`src/rtl/mbx_pkg.sv`:
```
package mbx_pkg;
  localparam int DB_W     = 32;
  localparam int BUSY_B   = 31;
  localparam int LEN_W    = 10;
  // doorbell fields kept; reserved bits forced to zero
  localparam logic [DB_W-1:0] DB_KEEP = {1'b1, 2'b11, 9'h000, 4'hF, 2'b00, 4'hF, {LEN_W{1'b1}}};

  // register word index within the register area
  localparam int REG_ODB = 0;
  localparam int REG_IDB = 1;
  localparam int REG_STS = 2;
  localparam int REG_MSK = 3;
  localparam int REG_CLR = 4;

  localparam int STS_RING   = 0;
  localparam int STS_BADLEN = 1;
  localparam int STS_OVR    = 4;
  localparam int MSK_DB     = 0;
  localparam int MSK_CLR    = 11;
  localparam int CLR_DONE   = 0;

  function automatic logic [DB_W-1:0] db_clean(input logic [DB_W-1:0] v);
    return v & DB_KEEP;
  endfunction
endpackage

```
`src/rtl/mbx_msg_ram.sv`:
```
module mbx_msg_ram #(
  parameter int WORDS = 32,
  localparam int IW = $clog2(WORDS)
) (
  input  logic          clk_i,
  input  logic          we_i,
  input  logic [IW-1:0] widx_i,
  input  logic [3:0]    be_i,
  input  logic [31:0]   wdata_i,
  input  logic [IW-1:0] ridx_i,
  output logic [31:0]   rdata_o
);
  for (genvar b = 0; b < 4; b++) begin : g_lane
    logic [7:0] lane_mem [WORDS];
    always_ff @(posedge clk_i) begin
      if (we_i && be_i[b]) lane_mem[widx_i] <= wdata_i[8*b +: 8];
      rdata_o[8*b +: 8] <= lane_mem[ridx_i];
    end
  end
endmodule

```
`src/rtl/mbx_channel.sv`:
```
module mbx_channel
  import mbx_pkg::*;
#(
  parameter int WORDS = 32,
  localparam int IW = $clog2(WORDS)
) (
  input  logic            clk_i,
  input  logic            rst_ni,
  input  logic            msg_we_i,
  input  logic [IW-1:0]   msg_idx_i,
  input  logic [3:0]      msg_be_i,
  input  logic [31:0]     msg_wdata_i,
  input  logic            db_we_i,
  input  logic [DB_W-1:0] db_wdata_i,
  input  logic            db_clr_req_i,
  input  logic [IW-1:0]   rd_idx_i,
  output logic [31:0]     rd_data_o,
  output logic [DB_W-1:0] db_o,
  output logic            ring_o,
  output logic            clr_o,
  output logic            drop_o
);
  logic [DB_W-1:0] db_q;
  logic busy, accept;

  assign busy   = db_q[BUSY_B];
  assign accept = db_we_i && !busy;
  assign drop_o = db_we_i && busy;
  assign clr_o  = db_clr_req_i && busy;
  assign ring_o = accept && db_wdata_i[BUSY_B];
  assign db_o   = db_q;

  always_ff @(posedge clk_i or negedge rst_ni) begin
    if (!rst_ni)     db_q <= '0;
    else if (clr_o)  db_q <= '0;
    else if (accept) db_q <= db_clean(db_wdata_i);
  end

  mbx_msg_ram #(.WORDS(WORDS)) u_ram (
    .clk_i  (clk_i),
    .we_i   (msg_we_i),
    .widx_i (msg_idx_i),
    .be_i   (msg_be_i),
    .wdata_i(msg_wdata_i),
    .ridx_i (rd_idx_i),
    .rdata_o(rd_data_o)
  );
endmodule

```
`src/rtl/mbx_side.sv`:
```
module mbx_side
  import mbx_pkg::*;
#(
  parameter int MSG_BYTES = 128,
  localparam int ADDR_W = $clog2(MSG_BYTES) + 1,
  localparam int IW = ADDR_W - 3
) (
  input  logic              clk_i,
  input  logic              rst_ni,
  input  logic              req_i,
  input  logic              we_i,
  input  logic [ADDR_W-1:0] addr_i,
  input  logic [31:0]       wdata_i,
  output logic [31:0]       rdata_o,
  input  logic [DB_W-1:0]   out_db_i,
  input  logic [DB_W-1:0]   in_db_i,
  input  logic [31:0]       in_ram_i,
  input  logic              ring_in_i,
  input  logic              clr_in_i,
  input  logic              clr_out_i,
  input  logic              drop_out_i,
  output logic              msg_we_o,
  output logic              odb_we_o,
  output logic              idb_clr_o,
  output logic [IW-1:0]     idx_o,
  output logic              st_ring_o,
  output logic              clr_st_o,
  output logic              irq_db_o,
  output logic              irq_clr_o
);
  logic aligned, in_reg, wr, rd;
  logic st_ring_q, st_ovr_q, msk_db_q, msk_clr_q, clr_st_q, badlen;
  logic wr_sts, wr_msk, wr_clr;
  logic sel_ram_q;
  logic [31:0] reg_rd_q, reg_val;

  assign aligned = (addr_i[1:0] == 2'b00);
  assign in_reg  = addr_i[ADDR_W-1];
  assign idx_o   = addr_i[ADDR_W-2:2];
  assign wr      = req_i && we_i && aligned;
  assign rd      = req_i && !we_i;

  assign msg_we_o  = wr && !in_reg;
  assign odb_we_o  = wr && in_reg && (idx_o == IW'(REG_ODB));
  assign idb_clr_o = wr && in_reg && (idx_o == IW'(REG_IDB)) && !wdata_i[BUSY_B];
  assign wr_sts    = wr && in_reg && (idx_o == IW'(REG_STS));
  assign wr_msk    = wr && in_reg && (idx_o == IW'(REG_MSK));
  assign wr_clr    = wr && in_reg && (idx_o == IW'(REG_CLR));

  assign badlen = in_db_i[BUSY_B] && (in_db_i[LEN_W-1:0] > LEN_W'(MSG_BYTES));

  always_ff @(posedge clk_i or negedge rst_ni) begin
    if (!rst_ni) begin
      st_ring_q <= 1'b0;
      st_ovr_q  <= 1'b0;
      msk_db_q  <= 1'b0;
      msk_clr_q <= 1'b0;
      clr_st_q  <= 1'b0;
    end else begin
      if (ring_in_i)     st_ring_q <= 1'b1;
      else if (clr_in_i) st_ring_q <= 1'b0;
      if (drop_out_i)                     st_ovr_q <= 1'b1;
      else if (wr_sts && wdata_i[STS_OVR]) st_ovr_q <= 1'b0;
      if (wr_msk) begin
        msk_db_q  <= wdata_i[MSK_DB];
        msk_clr_q <= wdata_i[MSK_CLR];
      end
      // a new busy-clear event wins over a same-cycle acknowledge
      if (clr_out_i)                        clr_st_q <= 1'b1;
      else if (wr_clr && wdata_i[CLR_DONE]) clr_st_q <= 1'b0;
    end
  end

  always_comb begin
    reg_val = '0;
    if (aligned && in_reg) begin
      case (idx_o)
        IW'(REG_ODB): reg_val = out_db_i;
        IW'(REG_IDB): reg_val = in_db_i;
        IW'(REG_STS): begin
          reg_val[STS_RING]   = st_ring_q;
          reg_val[STS_BADLEN] = badlen;
          reg_val[STS_OVR]    = st_ovr_q;
        end
        IW'(REG_MSK): begin
          reg_val[MSK_DB]  = msk_db_q;
          reg_val[MSK_CLR] = msk_clr_q;
        end
        IW'(REG_CLR): reg_val[CLR_DONE] = clr_st_q;
        default: reg_val = '0;
      endcase
    end
  end

  always_ff @(posedge clk_i or negedge rst_ni) begin
    if (!rst_ni) begin
      reg_rd_q  <= '0;
      sel_ram_q <= 1'b0;
      irq_db_o  <= 1'b0;
      irq_clr_o <= 1'b0;
    end else begin
      if (rd) begin
        reg_rd_q  <= reg_val;
        sel_ram_q <= aligned && !in_reg;
      end
      irq_db_o  <= st_ring_q && msk_db_q;
      irq_clr_o <= clr_st_q && msk_clr_q;
    end
  end

  assign rdata_o   = sel_ram_q ? in_ram_i : reg_rd_q;
  assign st_ring_o = st_ring_q;
  assign clr_st_o  = clr_st_q;
endmodule

```
`src/rtl/doorbell_mailbox.sv`:
```
module doorbell_mailbox
  import mbx_pkg::*;
#(
  parameter int MSG_BYTES = 128,
  localparam int ADDR_W = $clog2(MSG_BYTES) + 1
) (
  input  logic              clk_i,
  input  logic              rst_ni,
  input  logic              loc_req_i,
  input  logic              loc_we_i,
  input  logic [ADDR_W-1:0] loc_addr_i,
  input  logic [3:0]        loc_be_i,
  input  logic [31:0]       loc_wdata_i,
  output logic [31:0]       loc_rdata_o,
  output logic              loc_irq_db_o,
  output logic              loc_irq_clr_o,
  input  logic              rmt_req_i,
  input  logic              rmt_we_i,
  input  logic [ADDR_W-1:0] rmt_addr_i,
  input  logic [3:0]        rmt_be_i,
  input  logic [31:0]       rmt_wdata_i,
  output logic [31:0]       rmt_rdata_o,
  output logic              rmt_irq_db_o,
  output logic              rmt_irq_clr_o
);
  localparam int WORDS = MSG_BYTES / 4;
  localparam int IW    = $clog2(WORDS);

  // index 0: local side / local-to-remote channel; index 1: remote
  logic              b_req   [2];
  logic              b_we    [2];
  logic [ADDR_W-1:0] b_addr  [2];
  logic [3:0]        b_be    [2];
  logic [31:0]       b_wdata [2];
  logic [31:0]       b_rdata [2];
  logic              irq_db  [2];
  logic              irq_clr [2];

  logic [DB_W-1:0] db      [2];
  logic [31:0]     ram_rd  [2];
  logic            ring    [2];
  logic            clr     [2];
  logic            drop    [2];
  logic            msg_we  [2];
  logic            odb_we  [2];
  logic            idb_clr [2];
  logic [IW-1:0]   idx     [2];
  logic            st_ring [2];
  logic            clr_st  [2];

  assign b_req[0]   = loc_req_i;   assign b_req[1]   = rmt_req_i;
  assign b_we[0]    = loc_we_i;    assign b_we[1]    = rmt_we_i;
  assign b_addr[0]  = loc_addr_i;  assign b_addr[1]  = rmt_addr_i;
  assign b_be[0]    = loc_be_i;    assign b_be[1]    = rmt_be_i;
  assign b_wdata[0] = loc_wdata_i; assign b_wdata[1] = rmt_wdata_i;
  assign loc_rdata_o   = b_rdata[0]; assign rmt_rdata_o   = b_rdata[1];
  assign loc_irq_db_o  = irq_db[0];  assign rmt_irq_db_o  = irq_db[1];
  assign loc_irq_clr_o = irq_clr[0]; assign rmt_irq_clr_o = irq_clr[1];

  for (genvar c = 0; c < 2; c++) begin : g_chan
    mbx_channel #(.WORDS(WORDS)) u_chan (
      .clk_i       (clk_i),
      .rst_ni      (rst_ni),
      .msg_we_i    (msg_we[c]),
      .msg_idx_i   (idx[c]),
      .msg_be_i    (b_be[c]),
      .msg_wdata_i (b_wdata[c]),
      .db_we_i     (odb_we[c]),
      .db_wdata_i  (b_wdata[c]),
      .db_clr_req_i(idb_clr[1-c]),
      .rd_idx_i    (idx[1-c]),
      .rd_data_o   (ram_rd[c]),
      .db_o        (db[c]),
      .ring_o      (ring[c]),
      .clr_o       (clr[c]),
      .drop_o      (drop[c])
    );
  end

  for (genvar s = 0; s < 2; s++) begin : g_side
    mbx_side #(.MSG_BYTES(MSG_BYTES)) u_side (
      .clk_i     (clk_i),
      .rst_ni    (rst_ni),
      .req_i     (b_req[s]),
      .we_i      (b_we[s]),
      .addr_i    (b_addr[s]),
      .wdata_i   (b_wdata[s]),
      .rdata_o   (b_rdata[s]),
      .out_db_i  (db[s]),
      .in_db_i   (db[1-s]),
      .in_ram_i  (ram_rd[1-s]),
      .ring_in_i (ring[1-s]),
      .clr_in_i  (clr[1-s]),
      .clr_out_i (clr[s]),
      .drop_out_i(drop[s]),
      .msg_we_o  (msg_we[s]),
      .odb_we_o  (odb_we[s]),
      .idb_clr_o (idb_clr[s]),
      .idx_o     (idx[s]),
      .st_ring_o (st_ring[s]),
      .clr_st_o  (clr_st[s]),
      .irq_db_o  (irq_db[s]),
      .irq_clr_o (irq_clr[s])
    );
  end
endmodule

```
`config.mk`:
```
export PLATFORM = sky130hd
export DESIGN_NAME = doorbell_mailbox
export DESIGN_NICKNAME = d
export VERILOG_FILES = /design/src/rtl/mbx_pkg.sv /design/src/rtl/mbx_msg_ram.sv /design/src/rtl/mbx_channel.sv /design/src/rtl/mbx_side.sv /design/src/rtl/doorbell_mailbox.sv
export SDC_FILE = /design/constraint.sdc
export NUM_CORES = 2
export LEC_CHECK = 0
export ABC_AREA = 1
export ABC_CLOCK_PERIOD_IN_PS = 2600
export BUFFER_PORTS_ARGS = -buffer_cell sky130_fd_sc_hd__buf_4
export CORE_AREA = 2 2 542 490
export CTS_CLUSTER_DIAMETER = 40
export CTS_CLUSTER_SIZE = 25
export DETAILED_ROUTE_END_ITERATION = 12
export DIE_AREA = 0 0 544 492
export HOLD_SLACK_MARGIN = 0.02
export PLACE_DENSITY = 0.5
export SLEW_MARGIN = 0
export SYNTH_ARGS = -nofsm -noshare
export SYNTH_HDL_FRONTEND = slang
export SYNTH_SLANG_ARGS = --single-unit
```
`constraint.sdc`:
```
create_clock -name clk_i -period 2.6 [get_ports clk_i]
set_input_delay 0.52 -clock clk_i [delete_from_list [all_inputs] [get_ports clk_i]]
set_output_delay 0.52 -clock clk_i [all_outputs]
set_load 0.005 [all_outputs]
```
# Word-level counts from Yosys, hierarchy flattened

Memories as Yosys holds them, arrays and structs flattened. A register that Yosys moved wholly into a read port is not among the register bits.
Index checks and enable logic that the tools add are counted.
Widths: inputs -> output; s select.

Shifts and indexed selects: 0
$add $sub $neg: 0
$lt $le $gt $ge: 2
Bitwise logic cells: 0
Multiply operators: 0
Divide/modulo/power cells: 0
Multiplexer cells: 50
Equality and inequality tests: 8
Reductions and logical operators: 72

Operators by type and width:

| cell                | count |
|---|---|
| $mux 32             | 8 |
| $pmux 20 s2         | 2 |
| $logic_and 1x1->1   | 52 |
| $mux 1              | 28 |
| $pmux 6 s2          | 2 |
| $eq 5x2->1 const B  | 4 |
| $gt 10x8->1 const B | 2 |
| $pmux 1 s3          | 6 |
| $reduce_bool 2->1   | 8 |
| $eq 5x1->1 const B  | 2 |
| $eq 5x3->1 const B  | 2 |
| $logic_not 5->1     | 2 |
| $pmux 1 s5          | 2 |
| $logic_not 1->1     | 8 |
| $pmux 2 s2          | 2 |
| $logic_not 2->1     | 2 |

Logic and storage cells: 160
Bits of input ports: 94
Bits in latches: 0
Bits in read-only memories: 0
Memory bits (writable): 2048
Memories kept: 8
Bits in registers: 144

Memory list:

| memory                                    | depth | bits a word | rd ports | clocked after memory_dff | wr ports | line              | text |
|---|---|---|---|---|---|---|---|
| g_chan[0].u_chan.u_ram.g_lane[0].lane_mem | 32    | 8           | 1        | 1                        | 1        | mbx_msg_ram.sv:14 | `logic [7:0] lane_mem [WORDS];` |
| g_chan[0].u_chan.u_ram.g_lane[1].lane_mem | 32    | 8           | 1        | 1                        | 1        | mbx_msg_ram.sv:14 |  |
| g_chan[0].u_chan.u_ram.g_lane[2].lane_mem | 32    | 8           | 1        | 1                        | 1        | mbx_msg_ram.sv:14 |  |
| g_chan[0].u_chan.u_ram.g_lane[3].lane_mem | 32    | 8           | 1        | 1                        | 1        | mbx_msg_ram.sv:14 |  |
| g_chan[1].u_chan.u_ram.g_lane[0].lane_mem | 32    | 8           | 1        | 1                        | 1        | mbx_msg_ram.sv:14 |  |
| g_chan[1].u_chan.u_ram.g_lane[1].lane_mem | 32    | 8           | 1        | 1                        | 1        | mbx_msg_ram.sv:14 |  |
| +2 memories                               | --    | --          | --       | --                       | --       | --                |  |

# Depth between registers and ports, before layout

Depth in word-level cells: 8
Mapped depth: 12
Gate-level depth less buffers: 10

# By module

Synthesis repeated with hierarchy kept, for this count alone.

Cells, all modules: 8438
Area, all modules: 92954.2 sq um

By module, submodules not included:

| module      | seq. area each (sq um) | area each (sq um) | cells an instance | instances |
|---|---|---|---|---|
| mbx_msg_ram | 31390.1                | 42881.1           | 3681              | 2 |
| mbx_side    | 1001.0                 | 2622.5            | 426               | 2 |
| mbx_channel | 525.5                  | 973.4             | 112               | 2 |

# Worst setup path before layout

No wires, ideal clock.

Path type: input to register
From: in loc_addr_i[6]
To: mem g_chan[0].u_chan.u_ram.g_lane[0].lane_mem[24][0], enable pin
Data arrival time: 1776 ps
Slack: 454 ps
Setup time: 370 ps
Path buffers: 2
Required time: 2230 ps
Stages: 6
Cell sequence: buf_2 > inv_2 > buf_2 > nor3_1 > nand2_1 > nor2_1

RTL lines:

| element            | line                   | text |
|---|---|---|
| start: declaration | doorbell_mailbox.sv:11 | `input logic [ADDR_W-1:0] loc_addr_i,` |
| end: declaration   | mbx_msg_ram.sv:14      |  |

Straight into the memory's write port.

# Worst setup path after layout

From: reg g_side[0].u_side.sel_ram_q
To: out loc_rdata_o[18]

Word-level cells in the longest chain between the ends: 1

RTL lines:

| element                  | line                   | text |
|---|---|---|
| start: declaration       | mbx_side.sv:34         | `logic sel_ram_q;` |
| start signal: assignment | mbx_side.sv:104        | `sel_ram_q <= aligned && !in_reg;` |
| $mux 32                  | mbx_side.sv:111        | `assign rdata_o = sel_ram_q ? in_ram_i : reg_rd_q;` |
| end: declaration         | doorbell_mailbox.sv:14 | `output logic [31:0] loc_rdata_o,` |

Every way passes these cells.

==> flow_metrics.tcl <==
set metrics [dict create \
    numPortBuffers 161 \
    routedWlPerCell_um 22.1 \
    drtIter0Drc 6381 \
    criticalPathCategory "flop to output port" \
    powerDensity_mw_per_mm2 808 \
    end_kind "output port" \
    combinationalPowerShare 0.054 \
    nFillCells 25047 \
    synthArstFlopShare 0.0452 \
    place_congestion 0.866 \
    synth.top_cells.by_area "edfxtp_1 67%, nand2_1 19%, nor2_1 3.0%" \
    ys_seq_area_frac 0.714 \
    hold_viol_final 0 \
    synthTopCellsByCount "4,589 x nand2_1, 2,048 x edfxtp_1, 728 x nor2_1" \
    slew_viol_final 0 \
    cp_data_required_time_ns 2.08 \
    synth_largest_area_cell "edfxtp_1" \
    htreeDepth 5 \
    min_to "g_chan[0].u_chan.u_ram.g_lane[0].lane_mem[25][0]" \
    worst_slack_ns -0.0263 \
    arrival_ns 2.11 \
    clock-sinks 2212 \
    p_switching_w 0.0211 \
    internal_power_w 0.0693 \
    synthesis.nets 8859 \
    report.final.setup_viol 5 \
    reg2reg_slack_ns 1.12 \
    layout-drive-gt1-share 0.142 \
    slowest_stage "dfrtp_4" \
    ios 162 \
    hold_path_depth 1 \
    grt_pass1_vias 61664 \
    clock_path_buffers 4 \
    violations "negative setup slack" \
    place_ws_ns -0.0771 \
    start_kind "flop" \
    r2r_end "g_chan[0].u_chan.u_ram.rdata_o[27]" \
    min_path_type "input port to flop" \
    finalCriticalPeriod_ns 2.63 \
    slowest_delay_ns 0.56 \
    clkPwrFrac 0.513 \
    switching_share 0.234 \
    synth_compound_area_frac 0.0103 \
    synth_warnings 0 \
    synthCells 8765 \
    fmax_ghz 0.381 \
    nNetsFinal 9452 \
    detail_route.first_pass.iterations 6 \
    post-synth-top-count-cell "nand2_1" \
    synth_flop_cell "edfxtp_1" \
    postRouteAntennaNets 0 \
    finClkSkew_ns 0.0735 \
    synth_top_area_share 0.673 \
    core_sq_mm 0.263 \
    synthXorXnorAreaFrac 0 \
    clock_latency_ns 0.88 \
    rows 179 \
    hold_path.startpoint "loc_wdata_i[0]" \
    clkTransAtPathRegs_ns 0.06 \
    p_leak_nw 44.8 \
    syn2layout_area_growth_pct 22.5 \
    yosysUniqueCellTypes 30 \
    initial_core_util 0.348 \
    vias_per_cell 4.83 \
    fin_crit_sh 1.01 \
    path_max_fanout 10 \
    grt_pass1_wl_mm 424 \
    grt_max_degree 111 \
    drc 0 \
    cap_violations 0 \
    peakVddDrop_uv 643 \
    antenna_found_initial 28 \
    fin_area_sq_mm 0.112 \
    rsz0062_at_grt "true" \
    synth_fa_ha_area_frac 0 \
    synth_edf_count 2048 \
    synthMuxAreaShare 0 \
    die_area_sq_mm 0.268 \
    wl_mm 292 \
    status "finished with violations" \
    die_h_um 492 \
    hpwl_mm 183 \
    grt.total_usage 0.215 \
    finish.utilization 0.426 \
    syn_avg_cell_area_sq_um 10.4 \
    dr_total_vias 63713 \
    synth_top_family_by_area "simple AND/OR/NAND/NOR gates" \
    clock-root-buffer "clkbuf_16" \
    cp_common_cell "buf_4" \
    ys_ff_latch 2212 \
    place_area_sq_mm 0.0998 \
    power.share.sequential 0.433 \
    worstReg2RegStart "g_chan[0].u_chan.u_ram.g_lane[3].lane_mem[19][3]" \
    cp_cell_sequence "buf_4 -> o21ai_1 -> buf_4" \
    syn-cell-area_sq_mm 0.0914 \
    numCtsBuffers 342 \
    relSlewSlack 0.493 \
    grt-ovfl-total 0 \
    cts_tree "yes" \
    die_w_um 544 \
    r2r_cells 8 \
    worstMarginPinSlew_ns 0.759 \
    synth_simple_gate_area_frac 0.244 \
]
[worst max path at each step]
stage | from | cells past startpoint | slack [ns] | end
global placement | loc_addr_i[6] | 8 | -0.1 | g_chan[0].u_chan.u_ram.g_lane[3].lane_mem[31][6]
detailed placement | loc_addr_i[6] | 8 | -0.08 | g_chan[0].u_chan.u_ram.g_lane[3].lane_mem[31][4]
CTS | g_side[0].u_side.sel_ram_q | 3 | -0.07 | loc_rdata_o[9]
global route | g_side[0].u_side.sel_ram_q | 3 | -0.04 | loc_rdata_o[12]
floorplan | loc_addr_i[6] | 6 | 0.45 | g_chan[0].u_chan.u_ram.g_lane[0].lane_mem[24][0]
finish | g_side[0].u_side.sel_ram_q | 3 | -0.03 | loc_rdata_o[18]
[power by group through the flow]
stage          combinational [W]  clock [W]  sequential, W
3_5_place_dp             0.00476          0         0.0399
6_report                 0.00484     0.0464         0.0392
2_1_floorplan            0.00236          0         0.0398
4_1_cts                  0.00488     0.0471         0.0392
3_3_place_gp             0.00474          0         0.0399
5_1_grt                  0.00530     0.0486         0.0392
[final cells by class]
class,instances,area [sq um],share of cell area
multi-input combinational,5946,23500,0.210
timing repair buffer,705,6380,0.0570
clock buffer,387,8900,0.0795
sequential,2212,65300,0.583
tap,3529,4420,0.0394
clock inverter,239,2790,0.0249
antenna,11,27.5,0.000246
inverter,151,603,0.00539
[registers in the layout, summed over array words and instances (netlist names), 42 cells and up]
name / flops
g_chan.u_chan.u_ram.g_lane.lane_mem: 2048
g_chan.u_chan.db_o: 42
g_chan.u_chan.u_ram.rdata_o: 64
g_side.u_side.reg_rd_q: 42
[cells in the final DEF, fill, tap and decap left out, types with 20 or more instances in the layout]
cell and n:
o21ai_0 72, clkinv_1 22, o21ai_1 26, inv_1 135, edfxtp_1 2048, clkinv_4 20
o22ai_1 35, nand2_2 29, clkinvlp_4 30, nand3_1 407, bufinv_16 39, nor2_1 727
dfxtp_1 64, nand2_1 4561, o21ai_2 21, buf_12 81, clkbuf_16 349, buf_4 608
dfrtp_1 98, inv_6 43, clkbuf_1 34, clkinv_2 55
[stage by stage]
stage | hold WS (ns) | TNS [ns] | total power, W | cells
2_1_floorplan | 0.224 | 0 | 0.0422 | 8765
3_3_place_gp | 0.469 | -3.63 | 0.0447 | 12529
3_5_place_dp | 0.481 | -3.24 | 0.0447 | 12529
4_1_cts | 0.0222 | -0.925 | 0.0912 | 13168
5_1_grt | 0.0381 | -0.248 | 0.0931 | 13174
6_report | 0.0720 | -0.0925 | 0.0905 | 13180
[per-layer routing]
layer / track usage / wire (um)
met1: 0.307 / 130000
met2: 0.337 / 133000
met3: 0.0328 / 20100
met4: 0.0636 / 8490
met5: 0 / 80
[cells by family (layout without fill, tap and decap cells)]
group / Yosys count / count (layout)
AND/OR/NAND/NOR: 5771 / 5771
flip-flops: 2212 / 2212
buffers and inverters: 607 / 1482
AO/OA/AOI/OAI: 175 / 175
other: 0 / 11
[worst max-delay path: cells and delay by family, from the launching register on]
family / cells / cell delay (ns)
DFF: 1 / 0.56
buffers and inverters: 2 / 0.40
AOI/OAI and AO/OA: 1 / 0.27
[timing repair]
| item | 4_1_cts | 5_1_grt |
|---|---|---|
| pin swaps | 5 | 0 |
| buffers inserted | 9 | 1 |
| hold buffers | 5 | 0 |
| resized for setup | 103 | 16 |
| endpoints found under the hold margin | 42 | 0 |
| endpoints found under the setup margin | 64 | 27 |
| cloned | 0 | 1 |
No activity file was read; power rests on OpenSTA's default activity.
